`config.mk`:
```
export PLATFORM = sky130hd
export DESIGN_NAME = spi_reg_slave
export DESIGN_NICKNAME = d
export VERILOG_FILES = /design/src/rtl/spi_reg_pkg.sv /design/src/rtl/spi_pin_sync.sv /design/src/rtl/spi_frame_ctrl.sv /design/src/rtl/spi_sdo_launch.sv /design/src/rtl/spi_reg_slave.sv
export SDC_FILE = /design/constraint.sdc
export NUM_CORES = 1
export LEC_CHECK = 0
export ABC_AREA = 1
export BUFFER_PORTS_ARGS = -buffer_cell sky130_fd_sc_hd__buf_2
export CORE_UTILIZATION = 55
export CTS_CLUSTER_DIAMETER = 150
export DETAILED_ROUTE_END_ITERATION = 8
export PLACE_DENSITY = 0.8
export SLEW_MARGIN = 20
export SYNTH_ARGS = -nofsm -noshare
export SYNTH_HDL_FRONTEND = slang
export SYNTH_SLANG_ARGS = --single-unit
```
`constraint.sdc`:
```
create_clock -name clk -period 3.35 [get_ports clk]
set_input_delay 0.67 -clock clk [delete_from_list [all_inputs] [get_ports clk]]
set_output_delay 0.67 -clock clk [all_outputs]
set_load 0.005 [all_outputs]
```
`src/rtl/spi_reg_pkg.sv`:
```
// Shared types for the register access serial slave.
package spi_reg_pkg;

    // Frame phase: command/address word, then data bytes.
    typedef enum logic {
        PH_CMD  = 1'b0,
        PH_DATA = 1'b1
    } spi_phase_e;

endpackage

```
`src/rtl/spi_pin_sync.sv`:
```
// Brings chip select, serial clock and serial data into the system clock
// domain through a synchroniser chain, then derives single-cycle rising and
// falling edge pulses of the serial clock.
// Assumes each serial clock level lasts longer than the chain depth.
module spi_pin_sync #(
    parameter int STAGES = 2
) (
    input  logic clk,
    input  logic rst_n,
    input  logic csb_raw,
    input  logic sclk_raw,
    input  logic sdi_raw,
    output logic csb_s,
    output logic sdi_s,
    output logic sclk_rise,
    output logic sclk_fall
);
    // Bit order in each stage: {csb, sclk, sdi}; csb resets to idle high.
    localparam logic [2:0] IDLE = 3'b100;

    logic [2:0] stage_q [STAGES];
    logic       sclk_prev_q;

    generate
        for (genvar g = 0; g < STAGES; g++) begin : g_stage
            // Move the pin levels one step down the synchroniser chain.
            always_ff @(posedge clk) begin
                if (!rst_n) stage_q[g] <= IDLE;
                else if (g == 0) stage_q[g] <= {csb_raw, sclk_raw, sdi_raw};
                else stage_q[g] <= stage_q[(g > 0) ? g - 1 : 0];
            end
        end
    endgenerate

    // Remember the previous synchronised serial clock level for edge detection.
    always_ff @(posedge clk) begin
        if (!rst_n) sclk_prev_q <= 1'b0;
        else        sclk_prev_q <= stage_q[STAGES-1][1];
    end

    assign csb_s     = stage_q[STAGES-1][2];
    assign sdi_s     = stage_q[STAGES-1][0];
    assign sclk_rise =  stage_q[STAGES-1][1] & ~sclk_prev_q;
    assign sclk_fall = ~stage_q[STAGES-1][1] &  sclk_prev_q;

endmodule

```
`src/rtl/spi_frame_ctrl.sv`:
```
// Frame control: counts serial clock rising edges, assembles the command word
// and the data bytes, holds the register address and issues the one-cycle
// write and read strobes. The address steps down in the cycle after each
// strobe and wraps at zero through plain modular arithmetic.
// Assumes the synchronised inputs come from spi_pin_sync.
module spi_frame_ctrl
    import spi_reg_pkg::*;
#(
    parameter int ADDR_W = 15,
    parameter int DATA_W = 8
) (
    input  logic              clk,
    input  logic              rst_n,
    input  logic              csb_s,
    input  logic              sdi_s,
    input  logic              sclk_rise,
    output logic [ADDR_W-1:0] addr,
    output logic              wr_en,
    output logic [DATA_W-1:0] wr_data,
    output logic              rd_en,
    output logic              rd_active,
    output logic              byte_start
);
    localparam int CMD_W = ADDR_W + 1;
    localparam int CNT_W = $clog2(CMD_W);
    localparam logic [CNT_W-1:0] CMD_LAST  = CNT_W'(CMD_W - 1);
    localparam logic [CNT_W-1:0] DATA_LAST = CNT_W'(DATA_W - 1);

    spi_phase_e        phase_q;
    logic [CNT_W-1:0]  cnt_q;
    logic [CMD_W-2:0]  shreg_q;
    logic              rnw_q;

    // Shift, count, decode the command and raise strobes at byte boundaries.
    always_ff @(posedge clk) begin
        if (!rst_n) begin
            phase_q <= PH_CMD;
            cnt_q   <= '0;
            shreg_q <= '0;
            rnw_q   <= 1'b0;
            addr    <= '0;
            wr_en   <= 1'b0;
            rd_en   <= 1'b0;
            wr_data <= '0;
        end else begin
            wr_en <= 1'b0;
            rd_en <= 1'b0;
            if (wr_en || rd_en) addr <= addr - 1'b1;
            if (csb_s) begin
                phase_q <= PH_CMD;
                cnt_q   <= '0;
            end else if (sclk_rise) begin
                shreg_q <= {shreg_q[CMD_W-3:0], sdi_s};
                if (phase_q == PH_CMD) begin
                    if (cnt_q == CMD_LAST) begin
                        rnw_q   <= shreg_q[CMD_W-2];
                        addr    <= {shreg_q[ADDR_W-2:0], sdi_s};
                        phase_q <= PH_DATA;
                        cnt_q   <= '0;
                    end else begin
                        cnt_q <= cnt_q + 1'b1;
                    end
                end else if (cnt_q == DATA_LAST) begin
                    cnt_q <= '0;
                    if (rnw_q) begin
                        rd_en <= 1'b1;
                    end else begin
                        wr_en   <= 1'b1;
                        wr_data <= {shreg_q[DATA_W-2:0], sdi_s};
                    end
                end else begin
                    cnt_q <= cnt_q + 1'b1;
                end
            end
        end
    end

    assign rd_active  = (phase_q == PH_DATA) && rnw_q;
    assign byte_start = (cnt_q == '0);

endmodule

```
`src/rtl/spi_sdo_launch.sv`:
```
// Read data launch: at the first falling serial clock edge of each read byte
// it loads the register data, then puts one bit per falling edge on SDO,
// MSB first. SDO is forced low whenever chip select is high.
// Assumes read data is valid for the current address by that falling edge.
module spi_sdo_launch #(
    parameter int DATA_W = 8
) (
    input  logic              clk,
    input  logic              rst_n,
    input  logic              csb_s,
    input  logic              sclk_fall,
    input  logic              rd_active,
    input  logic              byte_start,
    input  logic [DATA_W-1:0] rd_data,
    output logic              sdo
);
    logic [DATA_W-2:0] sr_q;

    // Load or shift the outgoing byte on falling edges of a read data phase.
    always_ff @(posedge clk) begin
        if (!rst_n) begin
            sdo  <= 1'b0;
            sr_q <= '0;
        end else if (csb_s) begin
            sdo <= 1'b0;
        end else if (sclk_fall && rd_active) begin
            if (byte_start) begin
                sdo  <= rd_data[DATA_W-1];
                sr_q <= rd_data[DATA_W-2:0];
            end else begin
                sdo  <= sr_q[DATA_W-2];
                sr_q <= {sr_q[DATA_W-3:0], 1'b0};
            end
        end
    end

endmodule

```
`src/rtl/spi_reg_slave.sv`:
```
// Top level of the register access serial slave: pin synchroniser, frame
// control and read data launch. Runs entirely on the system clock.
// Assumes serial clock idles low and each half-period spans >= 4 clk cycles.
module spi_reg_slave #(
    parameter int ADDR_W      = 15,
    parameter int DATA_W      = 8,
    parameter int SYNC_STAGES = 2
) (
    input  logic              clk,
    input  logic              rst_n,
    input  logic              spi_csb,
    input  logic              spi_sclk,
    input  logic              spi_sdi,
    output logic              spi_sdo,
    output logic              spi_sdo_oe,
    output logic [ADDR_W-1:0] reg_addr,
    output logic              reg_wr_en,
    output logic [DATA_W-1:0] reg_wr_data,
    output logic              reg_rd_en,
    input  logic [DATA_W-1:0] reg_rd_data
);
    logic csb_s;
    logic sdi_s;
    logic sclk_rise;
    logic sclk_fall;
    logic rd_active;
    logic byte_start;

    spi_pin_sync #(.STAGES(SYNC_STAGES)) sync_i (
        .clk       (clk),
        .rst_n     (rst_n),
        .csb_raw   (spi_csb),
        .sclk_raw  (spi_sclk),
        .sdi_raw   (spi_sdi),
        .csb_s     (csb_s),
        .sdi_s     (sdi_s),
        .sclk_rise (sclk_rise),
        .sclk_fall (sclk_fall)
    );

    spi_frame_ctrl #(.ADDR_W(ADDR_W), .DATA_W(DATA_W)) ctrl_i (
        .clk        (clk),
        .rst_n      (rst_n),
        .csb_s      (csb_s),
        .sdi_s      (sdi_s),
        .sclk_rise  (sclk_rise),
        .addr       (reg_addr),
        .wr_en      (reg_wr_en),
        .wr_data    (reg_wr_data),
        .rd_en      (reg_rd_en),
        .rd_active  (rd_active),
        .byte_start (byte_start)
    );

    spi_sdo_launch #(.DATA_W(DATA_W)) launch_i (
        .clk        (clk),
        .rst_n      (rst_n),
        .csb_s      (csb_s),
        .sclk_fall  (sclk_fall),
        .rd_active  (rd_active),
        .byte_start (byte_start),
        .rd_data    (reg_rd_data),
        .sdo        (spi_sdo)
    );

    assign spi_sdo_oe = ~csb_s;

endmodule

```
==> results list, run 1 <==
- The flow ran to the end, and the final reports show no timing, DRC or antenna violations.
* Cell-by-cell trace of the critical path: inv_2 > nor2_4 > inv_2 > nor2_4 > inv_1 > o21ai_0 > nand2_1 > o21ai_0 > inv_1
- After synthesis, the mean cell area works out to 7.49 um^2.
- Worst setup path category: flip-flop to flip-flop
- Pre-antenna DRT Iters: 4
* Source-to-sink clock delay at the later pin of the worst-skew pair: around 0.34 ns
- Max-capacitance violation count: 0
- Worst min-delay path class: flip-flop to flip-flop
- Total DRC errors in the routed layout: 0
- In the post-synthesis netlist, the biggest area contributors are sky130_fd_sc_hd__dfxtp_1, sky130_fd_sc_hd__a21oi_1, sky130_fd_sc_hd__inv_1, sky130_fd_sc_hd__nand2_1, sky130_fd_sc_hd__o21ai_0.
- Entering global routing, the biggest net connects 28 pins.
- Core region area: 0.00450 mm^2
* Max Clock Skew: roughly 0.0058 ns
- The number of nets in the synthesized netlist is 370.
- At the end of the flow the core is filled with cells to 68.6%.
* Hold-fix buffers at CTS: 0
- Buffers added to address setup during post-CTS repair amount to 0.
- Worst R2R Path Depth: 9
- Number of global-route vias before repair: between 2,000 and 2,500
- Number of different library cells in the post-synthesis netlist: 32
* Top-level port count: 40
- The final number of hold-violating endpoints is 0.
- The first global-routing pass estimated ~9.6 mm of wire.
- Final Slew Violations: 0
* Fmax achieved: around 0.46 GHz
- Power spread over the standard cell area amounts to between 500 and 600 mW/mm^2.
* Clock buffer depth: 2
* Number of antenna violations at the first check in global routing: 0
- Global placement routability congestion: 0.787
- Sequential-to-total area share from yosys stat: a little under half
- Number of nets still failing antenna checks after routing: 0
- Setup violations remaining at the end of the flow were counted as 0.
- Endpoint type of the worst setup path: flip-flop
- For the pin with the worst max-slew slack, the measured transition is between 0.5 and 0.6 ns.
- Layout filler cell count: between 300 and 400
- The cell area that synthesis handed to floorplanning was 0.00265 mm^2.
- Gate count after technology mapping: 354
- Total global routing overflow: 0
* Fraction of met2 tracks used by global routing: ~40%
- H-tree level count: 3
* Most repeated cell in the gate-level netlist after synthesis: sky130_fd_sc_hd__dfxtp_1
- Overall fraction of global-route tracks in use: 24.2%
- For met1 alone, demand over resource in global routing was between 30% and 40%.
- Setup repair after global routing left no endpoint under its margin.
- Pre-CTS setup slack: between 0.9 and 1 ns
* CTS sink count: 61
- Top flip-flop cell by instance count after synthesis: sky130_fd_sc_hd__dfxtp_1
- Top cell types by occurrence after synthesis: sky130_fd_sc_hd__dfxtp_1, sky130_fd_sc_hd__inv_1, sky130_fd_sc_hd__nand2_1, sky130_fd_sc_hd__a21oi_1, sky130_fd_sc_hd__nor2_1
- Net count of the finished layout: about 410
- Setup TNS: 0 ns
- The final critical path takes up 65.5% of the cycle.
* Number of synthesized flops with an enable pin: 0
* Total Routed Length: 5.51 mm
* Met3 usage: 3.94%
* DR iter-0 viols: between 150 and 200
- Yosys warnings: 0
* Relative area change from synthesis to final layout: 16.5%
- Placement-stage cell area: roughly 0.0028 mm^2
- Horiz. Die Dim: around 70 um
* Maximum fanout along the worst path: 20
- Clock transition at the register clock pins on the worst setup and hold paths after CTS: ~0.070 ns
- The floorplan has 24 rows.
* Flip-flop and latch count after synthesis: between 60 and 70
- In this run the most used layer during global routing was met2.
- In this run the biggest area consumer among cell types represents between 40% and 50% of the synthesized area.
- Dominant cell type by area after synthesis: sky130_fd_sc_hd__dfxtp_1
* Master of the slowest instance on the critical path: sky130_fd_sc_hd__nor2_4
* Total of cells resized after clock tree synthesis: 0
* Arrival time worst endpoint: 2.42 ns
- TritonCTS built the clock tree.
- For the worst setup path, the data required time is between 3 and 4 ns.
- In this run the tightest slew margin relative to its limit is ~65%.
- In this design, the stage delay of the slowest critical-path cell is between 0.4 and 0.5 ns.
- Root buf cell: sky130_fd_sc_hd__clkbuf_8
* Starting density of the core: around three fifths
- Fraction of final layout cells sized beyond drive strength 1: between 10% and 20%
- STA classifies the critical path startpoint as a flip-flop.
- The floorplan step defined a die boundary enclosing 0.00510 mm^2.
* Static leakage power: 1.50 nW
- After layout, the minimum clock period comes to between 2 and 2.5 ns.
- In the synthesized netlist the async set-or-reset flop fraction comes to 0%.
- Hold path depth: 2
- Via count of the routed design: around 2,400
- Worst Slack Setup Final: roughly 1.2 ns
* Design area: between 0.003 and 0.004 mm^2
- Port Buffer Count: 39
* Antenna diode instance count: 0
- Maximum vdd drop: about 330 uV
- Num CTS Buffers: 9
- Post-DP HPWL: around 3.9 mm
- Wire length per cell after detailed routing: 12.2 um
- Y dimension of the die: about 71 um
- Dividing the detail-routed via count by the number of cells gives about 5.2.
[placed cells by master (no fill, tap or decap), types with 2 or more instances in the layout]
master,count
sky130_fd_sc_hd__inv_1,58
sky130_fd_sc_hd__ha_1,3
sky130_fd_sc_hd__clkbuf_8,10
sky130_fd_sc_hd__dfxtp_1,61
sky130_fd_sc_hd__or2_2,2
sky130_fd_sc_hd__bufinv_16,3
sky130_fd_sc_hd__o21ai_0,29
sky130_fd_sc_hd__xnor2_1,2
sky130_fd_sc_hd__nand2_1,56
sky130_fd_sc_hd__a21oi_1,46
sky130_fd_sc_hd__o21a_1,7
sky130_fd_sc_hd__clkbuf_1,2
sky130_fd_sc_hd__nand4_1,6
sky130_fd_sc_hd__o22ai_1,5
sky130_fd_sc_hd__buf_2,39
sky130_fd_sc_hd__inv_2,4
sky130_fd_sc_hd__xor2_1,3
sky130_fd_sc_hd__nor2_1,35
sky130_fd_sc_hd__nor2_4,3
sky130_fd_sc_hd__nor3_1,2
sky130_fd_sc_hd__nand3_1,13
[registers in the layout, indices dropped and copies added (netlist names)]
name                count
ctrl_i.addr            15
ctrl_i.cnt_q            4
ctrl_i.phase_q          1
ctrl_i.rd_en            1
ctrl_i.rnw_q            1
ctrl_i.shreg_q         15
ctrl_i.wr_data          8
ctrl_i.wr_en            1
launch_i.sdo            1
launch_i.sr_q           7
sync_i.sclk_prev_q      1
sync_i.stage_q          6
[path summary, 6_finish.rpt]
check	to	slack, ns	startpoint
min reg2reg	sync_i.stage_q[1][1]$_SDFF_PN0_	0.42	sync_i.stage_q[0][1]$_SDFF_PN0_
min	sync_i.stage_q[1][1]$_SDFF_PN0_	0.42	sync_i.stage_q[0][1]$_SDFF_PN0_
max reg2reg	ctrl_i.addr[10]$_SDFF_PN0_	1.16	sync_i.stage_q[1][1]$_SDFF_PN0_
max	ctrl_i.addr[10]$_SDFF_PN0_	1.16	sync_i.stage_q[1][1]$_SDFF_PN0_
[layout make-up]
type / count / area, um^2 / area share [%]
clock inverters: 4 / 95.1 / 3.08
multi-input cells: 220 / 1120 / 36.4
clock buffers: 12 / 145 / 4.70
inverters: 64 / 243 / 7.86
well taps: 52 / 65.1 / 2.11
repair buffers: 39 / 195 / 6.32
flip-flops and latches: 61 / 1220 / 39.5
[where the power goes]
group	switching, mW	total, mW	internal [mW]
Clock	0.280	0.794	0.514
Combinational	0.0286	0.0440	0.0154
Sequential	0.00324	0.734	0.731
[stage by stage]
step | power (mW) | std cells | hold slack (ns)
after detailed placement | 0.794 | 436 | 0.401
after global placement | 0.793 | 436 | 0.394
after CTS | 1.58 | 452 | 0.418
final | 1.57 | 452 | 0.416
after floorplan | 0.780 | 354 | 0.390
after global routing | 1.62 | 452 | 0.428
[cell families (layout without fill, tap and decap cells)]
| kind of cell | count (synthesis) | after routing | share of synthesized area (%) |
|---|---|---|---|
| AO/OA/AOI/OAI | 90 | 90 | 18.3 |
| AND/OR/NAND/NOR | 122 | 122 | 21.1 |
| flip-flops | 61 | 61 | 46.1 |
| buffers and inverters | 73 | 119 | 11.5 |
| XOR/XNOR | 5 | 5 | 1.65 |
| adder cells (fa/ha/maj) | 3 | 3 | 1.42 |
[layer usage]
layer / part of all wire, % / wire [um]
met1: 47 / 2600
met3: 3.2 / 175
met2: 47 / 2610
met5: 0 / 0
met4: 2.3 / 126
[critical path: cells and delay by family (launching register included)]
kind | cells | cell delay, ns
buffers and inverters | 4 | 0.56
AO/OA/AOI/OAI | 2 | 0.49
flip-flops | 1 | 0.35
AND/OR/NAND/NOR | 3 | 0.67
Note: power is estimated with default switching activity, not from simulation.
==> run 2: changes to the inputs <==
==> constraint.sdc (replaced) <==
create_clock -name clk -period 2.1 [get_ports clk]
set_input_delay 0.42 -clock clk [delete_from_list [all_inputs] [get_ports clk]]
set_output_delay 0.42 -clock clk [all_outputs]
set_load 0.005 [all_outputs]
==> results list, run 2 (synthesis results as in run 1) <==
- Result of the run: complete, no violations (unchanged).
- The H-tree depth reported by CTS was 3 (unchanged).
* Top library cells by usage in the layout, fill and taps aside: sky130_fd_sc_hd__dfxtp_1, sky130_fd_sc_hd__inv_1, sky130_fd_sc_hd__nand2_1 (unchanged)
- Core region area: 0.00450 mm^2 (unchanged)
* Total global routing overflow: 0 (unchanged)
- Startpoint Class: flip-flop (unchanged)
* Post-route core utilization: 67.6% (was 68.6%)
* Fmax achieved: 0.580 GHz (was 0.456 GHz)
* Leading cell type in the layout, fill and taps excluded: sky130_fd_sc_hd__dfxtp_1 (unchanged)
- The pin count of the biggest net entering global routing was 27 (was 28).
* Worst EP required: 2.33 ns (was 3.57 ns)
- Port Buffer Count: 39 (unchanged)
- Worst Tran Pin Value: 0.455 ns (was 0.528 ns)
- The number of antenna violations at the first check in global routing came to 0 (unchanged).
* DR iter-0 viols: 111 (was 163)
- Wire length of the first global-routing pass: 9.11 mm (was 9.60 mm)
- The number of rows in the core area is 24 (unchanged).
* Overall Power: 2.12 mW (was 1.57 mW)
- Leading registers by flop count: ctrl_i.addr x15, ctrl_i.shreg_q x15, ctrl_i.wr_data x8 (unchanged)
- The clock tree root buffer cell is sky130_fd_sc_hd__clkbuf_8 (unchanged).
* Clock buffer depth: 2 (unchanged)
- Overall fraction of global-route tracks in use: 23.3% (was 24.2%)
- The power density normalized to cell area came to 697 mW/mm^2 (was 509 mW/mm^2).
- Count of placed standard cells including taps: 440 (was 436)
- The total length of routed wires is 5.48 mm (was 5.51 mm).
- The die boundary width is 71.4 um (unchanged).
- The buffer count from post-CTS setup fixing came to 0 (unchanged).
- Max Clock Skew: 0.00840 ns (was 0.00580 ns)
* Final-report setup violation count: 0 (unchanged)
- The setup TNS after final layout was 0 ns (unchanged).
- Unrepaired setup endpoints after global routing: false (unchanged)
- Clock transition at the register clock pins on the worst setup and hold paths after CTS: 0.07 ns (about the same)
* Number of non-filler instances in the completed layout: 456 (was 452)
- The count of final max-slew check failures came to 0 (unchanged).
- The antenna violation net count after detailed routing came to 0 (unchanged).
* Number of global-route vias before repair: 2,134 (was 2,196)
- The clock insertion delay at the later pin of the skew report is 0.34 ns (about the same).
- The data arrival time of the critical path was 1.95 ns (was 2.42 ns).
- The number of design rule violations left after detail routing was 0 (unchanged).
- Post-DP HPWL: 3.98 mm (was 3.90 mm)
* CTS sink count: 61 (unchanged)
- The I/O pin count was 40 (unchanged).
- Max-capacitance violation count: 0 (unchanged)
- Fraction of final layout cells sized beyond drive strength 1: 18.3% (was 17.3%)
* Slew headroom: 69.6% (was 64.6%)
- Via count of the routed design: 2,374 (was 2,352)
- Wire length per cell after detailed routing: 12.0 um (was 12.2 um)
- Vias per inst: 5.21 (was 5.20)
- The last weighted congestion value of the routability-driven placer was 0.854 (was 0.787).
- The critical setup path kind is flip-flop to flip-flop (unchanged).
- Worst min-delay path class: input port to flip-flop (was flip-flop to flip-flop)
- Pre-antenna DRT Iters: 4 (unchanged)
* Relative area change from synthesis to final layout: 14.9% (was 16.5%)
* Y dimension of the die: 71.4 um (unchanged)
- The antenna diode count was 0 (unchanged).
* Total of cells resized after clock tree synthesis: 0 (unchanged)
* CTS tree: done (unchanged)
* Number of endpoints with negative hold slack in the final report: 0 (unchanged)
- Endpoint type of the worst setup path: flip-flop (unchanged)
- Maximum fanout along the worst path: 4 (was 20)
- Starting density of the core: 58.9% (unchanged)
- Num CTS Buffers: 9 (unchanged)
- Layout filler cell count: 395 (was 392)
* Net count of the finished layout: 415 (was 411)
* Maximum vdd drop: 390 uV (was 327 uV)
- The overall die area was 0.00510 mm^2 (unchanged).
- The clock period minus final worst setup slack came to 1.72 ns (was 2.19 ns).
- The leakage power of the design was 1.47 nW (was 1.50 nW).
- Portion of the clock cycle consumed by the worst path in the final layout: 82.1% (was 65.5%)
- Hold-fix buffers at CTS: 0 (unchanged)
==> run 2: cell count changes in the layout (fill, tap and decap cells not counted), sizes merged <==
cell      delta
buf          +4
clkinvlp     +4
bufinv       -3
clkbuf       -2
clkinv       +1
==> run 2: layout make-up <==
type | count | area, um^2 | area share (%)
Clock buffer | 10 | 128 | 4.19
Clock inverter | 6 | 40.0 | 1.31
Inverter | 64 | 243 | 7.97
Multi-Input combinational cell | 220 | 1120 | 36.9
Sequential cell | 61 | 1220 | 40.1
Tap cell | 52 | 65.1 | 2.14
Timing Repair Buffer | 43 | 225 | 7.39
==> run 2: worst max-delay path, cell delays in order (launching register included) <==
cell and delay (ns):
sky130_fd_sc_hd__dfxtp_1 0.34, sky130_fd_sc_hd__inv_1 0.09, sky130_fd_sc_hd__ha_1 0.14, sky130_fd_sc_hd__inv_1 0.03, sky130_fd_sc_hd__nor2_1 0.21, sky130_fd_sc_hd__nand2_1 0.18
sky130_fd_sc_hd__nor2_1 0.22, sky130_fd_sc_hd__nand2_1 0.10, sky130_fd_sc_hd__nand2_1 0.07, sky130_fd_sc_hd__nand2_1 0.04, sky130_fd_sc_hd__o21ai_0 0.14, sky130_fd_sc_hd__inv_1 0.05
==> run 2: where the power goes <==
part	total (mW)	switching (mW)	leakage (nW)	internal (mW)
registers	1.17	0.00546	0.493	1.17
clock network	0.881	0.458	0.0743	0.422
logic	0.0728	0.0455	0.905	0.0272
total	2.12	0.509	1.47	1.62
==> run 2: metal layers <==
metal / track usage (%) / vias to the layer above / routed length [um]
met5: 0 / - / 0
met4: 12.0 / 0 / 85
met3: 5.63 / 13 / 197
met2: 37.5 / 56 / 2550
met1: 29.2 / 1078 / 2650
li1: - / 1227 / -
==> run 2: metrics by stage <==
stage / hold WS [ns] / setup slack [ns] / instance area (um^2)
finish: 0.261 / 0.376 / 3050
global route: 0.263 / 0.150 / 3050
CTS: 0.256 / 0.386 / 3050
detailed placement: 0.397 / 0.431 / 2880
global placement: 0.397 / 0.480 / 2880
floorplan: 0.390 / 0.638 / 2650
==> run 2: final timing paths <==
kind,startpoint,to,slack (ns),cells after the start
worst min-delay path,spi_sdi,sync_i.stage_q[0][0]$_SDFF_PN0_,0.26,3
worst min register to register,sync_i.stage_q[0][2]$_SDFF_PN1_,sync_i.stage_q[1][2]$_SDFF_PN1_,0.41,1
worst max-delay path,ctrl_i.addr[0]$_SDFF_PN0_,ctrl_i.addr[10]$_SDFF_PN0_,0.38,11
worst max register to register,ctrl_i.addr[0]$_SDFF_PN0_,ctrl_i.addr[10]$_SDFF_PN0_,0.38,11
==> run 3: changes to the inputs <==
==> constraint.sdc (replaced) <==
create_clock -name clk -period 1.7 [get_ports clk]
set_input_delay 0.34 -clock clk [delete_from_list [all_inputs] [get_ports clk]]
set_output_delay 0.34 -clock clk [all_outputs]
set_load 0.005 [all_outputs]
==> results list, run 3 (synthesis results as in run 1) <==
- The net switching power is 608 uW (was 509 uW).
* Wire length of the first global-routing pass: 9.33 mm (was 9.11 mm)
- The hold buffer count at cts came to 0 (unchanged).
- The power density normalized to cell area came to 994 mW/mm^2 (was 697 mW/mm^2).
* Horiz. Die Dim: 71.4 um (unchanged)
- The number of buffers on the longest clock path is 2 (unchanged).
- Num CTS Buffers: 9 (unchanged)
- The destination of the worst hold path was sync_i.stage_q[0][0]$_SDFF_PN0_ (unchanged).
- The share of the clock period used by the worst path came to 91.6% (was 82.1%).
- First element of the critical path: ctrl_i.addr[0]$_SDFF_PN0_ (unchanged)
* Std cell rows: 24 (unchanged)
- Worst min-delay path class: input port to flip-flop (unchanged)
- Worst hold path startpoint: spi_sdi (unchanged)
- Design area: 0.00320 mm^2 (was 0.00305 mm^2)
- The via count of the routed design was 2,333 (was 2,374).
- The clock input transition at the sequential cells of the worst setup and hold paths came to 0.06 ns (was 0.07 ns).
- Layout filler cell count: 355 (was 395)
- The aggregate global routing overflow is 0 (unchanged).
- Leading registers by flop count: ctrl_i.addr x15, ctrl_i.shreg_q x15, ctrl_i.wr_data x8 (unchanged)
- Post-DP HPWL: 3.90 mm (was 3.98 mm)
- The overall global routing resource usage came to 24.0% (was 23.3%).
- Fraction of final layout cells sized beyond drive strength 1: 20.8% (was 18.3%)
- Maximum number of pins on one net before global-route repair: 27 (unchanged)
- The number of design rule violations left after detail routing came to 0 (unchanged).
* Placement-stage cell area: 0.00291 mm^2 (was 0.00288 mm^2)
* Y dimension of the die: 71.4 um (unchanged)
- The I/O pin count was 40 (unchanged).
* Maximum vdd drop: 608 uV (was 390 uV)
- Part of the power in the clock network: 51.5% (was 41.5%)
- DR iter-0 viols: 166 (was 111)
- The total length of routed wires was 5.56 mm (was 5.48 mm).
- Endpoint type of the worst setup path: flip-flop (unchanged)
- Relative area change from synthesis to final layout: 20.6% (was 14.9%)
- The clock period minus final worst setup slack came to 1.56 ns (was 1.72 ns).
- Arrival time worst endpoint: 1.78 ns (was 1.95 ns)
- The number of iterations in the first detailed-routing pass came to 4 (unchanged).
* Root buf cell: sky130_fd_sc_hd__clkbuf_8 (unchanged)
- Antenna diode instance count: 0 (unchanged)
- Final-report setup violation count: 0 (unchanged)
* Slew headroom: 72.7% (was 69.6%)
- The routed via count divided by cell count was 5.06 (was 5.21).
- Static leakage power: 1.55 nW (was 1.47 nW)
- The critical setup path kind is flip-flop to flip-flop (unchanged).
- The total number of clock tree sinks is 61 (unchanged).
- Final Slew Violations: 0 (unchanged)
- Setup TNS: 0 ns (unchanged)
- The share of the core filled with cells in the final layout came to 71.0% (was 67.6%).
- The internal power consumption was 2.57 mW (was 1.62 mW).
- The via count of the first global-routing pass is 2,122 (was 2,134).
- The highest net fanout along the worst path is 4 (unchanged).
* Global placement routability congestion: 0.894 (was 0.854)
* Leading cell type in the layout, fill and taps excluded: sky130_fd_sc_hd__dfxtp_1 (unchanged)
* Number of nets still failing antenna checks after routing: 0 (unchanged)
* Core region area: 0.00450 mm^2 (unchanged)
- The count of input and output buffers came to 39 (unchanged).
* Top library cells by usage in the layout, fill and taps aside: sky130_fd_sc_hd__dfxtp_1, sky130_fd_sc_hd__inv_1, sky130_fd_sc_hd__nand2_1 (unchanged)
- Sw Ratio: 19.1% (was 24.0%)
- The number of cells traversed by the worst register-to-register path was 11 (unchanged).
* Worst Tran Pin Value: 0.409 ns (was 0.455 ns)
- Worst reg2reg path startpoint: ctrl_i.addr[0]$_SDFF_PN0_ (unchanged)
* Number of antenna violations at the first check in global routing: 0 (unchanged)
- The element type at the critical path start is a flip-flop (unchanged).
- Net count of the finished layout: 420 (was 415)
- Sequential cell fraction of total power: 45.5% (was 55.1%)
- H-tree level count: 3 (unchanged)
* Max-capacitance violation count: 0 (unchanged)
- Hold path depth: 3 (unchanged)
- Starting density of the core: 58.9% (unchanged)
* Reg-to-reg critical path endpoint: ctrl_i.addr[10]$_SDFF_PN0_ (unchanged)
* Source-to-sink clock delay at the later pin of the worst-skew pair: 0.34 ns (about the same)
* Floorplan die area: 0.00510 mm^2 (unchanged)
- Fmax achieved: 0.642 GHz (was 0.580 GHz)
- The clock tree from TritonCTS is done (unchanged).
- The register-to-register setup slack came to 0.14 ns (was 0.38 ns).
- Number of endpoints with negative hold slack in the final report: 0 (unchanged)
* Worst EP required: 1.93 ns (was 2.33 ns)
* Result of the run: complete, no violations (unchanged)
* Part of the power in combinational logic: 3.0% (was 3.4%)
* Wire length per cell after detailed routing: 12.1 um (was 12.0 um)
* Max Clock Skew: 0.00656 ns (was 0.00840 ns)
==> run 3: power groups by stage <==
stage / clock [mW] / sequential (mW) / combinational, mW
after detailed placement: 0 / 1.48 / 0.0943
after CTS: 1.66 / 1.45 / 0.0951
after global routing: 1.73 / 1.45 / 0.108
after floorplan: 0 / 1.48 / 0.0595
final: 1.64 / 1.45 / 0.0957
after global placement: 0 / 1.48 / 0.0925
==> run 3: area by class of cell <==
type                    count  area [um^2]  share of cell area (%)
well taps                  52         65.1                    2.03
clock inverters             3         90.1                    2.82
flip-flops and latches     61         1220                    38.2
clock buffers              13          169                    5.28
multi-input cells         220         1140                    35.8
inverters                  64          245                    7.67
repair buffers             48          263                    8.22
==> run 3: routing by layer <==
metal	vias up	share of wire [%]	GRT usage, %
met5	-	0	0
met4	0	1.7	13.1
met3	11	5.1	6.33
met2	63	46	37.5
met1	1029	47	30.5
li1	1230	-	-
==> run 3: worst max path at each step <==
stage	to	depth (start not counted)	slack, ns
floorplan	ctrl_i.addr[10]$_SDFF_PN0_	11	0.24
global placement	ctrl_i.addr[10]$_SDFF_PN0_	11	0.17
detailed placement	ctrl_i.addr[10]$_SDFF_PN0_	11	0.06
CTS	ctrl_i.addr[10]$_SDFF_PN0_	11	0.04
global route	ctrl_i.addr[10]$_SDFF_PN0_	11	-0.02
finish	ctrl_i.addr[10]$_SDFF_PN0_	11	0.14
==> run 3: critical path, cell delays in order (launching register included) <==
cell,delay (ns)
sky130_fd_sc_hd__dfxtp_1,0.34
sky130_fd_sc_hd__inv_1,0.09
sky130_fd_sc_hd__ha_1,0.16
sky130_fd_sc_hd__inv_1,0.06
sky130_fd_sc_hd__nor2_4,0.13
sky130_fd_sc_hd__nand2_2,0.10
sky130_fd_sc_hd__nor2_2,0.16
sky130_fd_sc_hd__nand2_1,0.08
sky130_fd_sc_hd__nand2_1,0.07
sky130_fd_sc_hd__nand2_1,0.05
sky130_fd_sc_hd__o21ai_0,0.16
sky130_fd_sc_hd__inv_1,0.05
==> run 3: what timing repair did <==
action / CTS / global route
gates resized for setup: 0 / 9
endpoints found under the setup margin: 0 / 6
buffers inserted: 0 / 1
==> run 3: metrics by stage <==
step	std cells	hold slack (ns)	setup slack [ns]	power, mW
floorplan	354	0.390	0.238	1.54
global placement	444	0.393	0.167	1.57
detailed placement	444	0.398	0.0621	1.57
CTS	460	0.170	0.0385	3.21
global route	461	0.177	-0.0169	3.28
finish	461	0.185	0.143	3.18
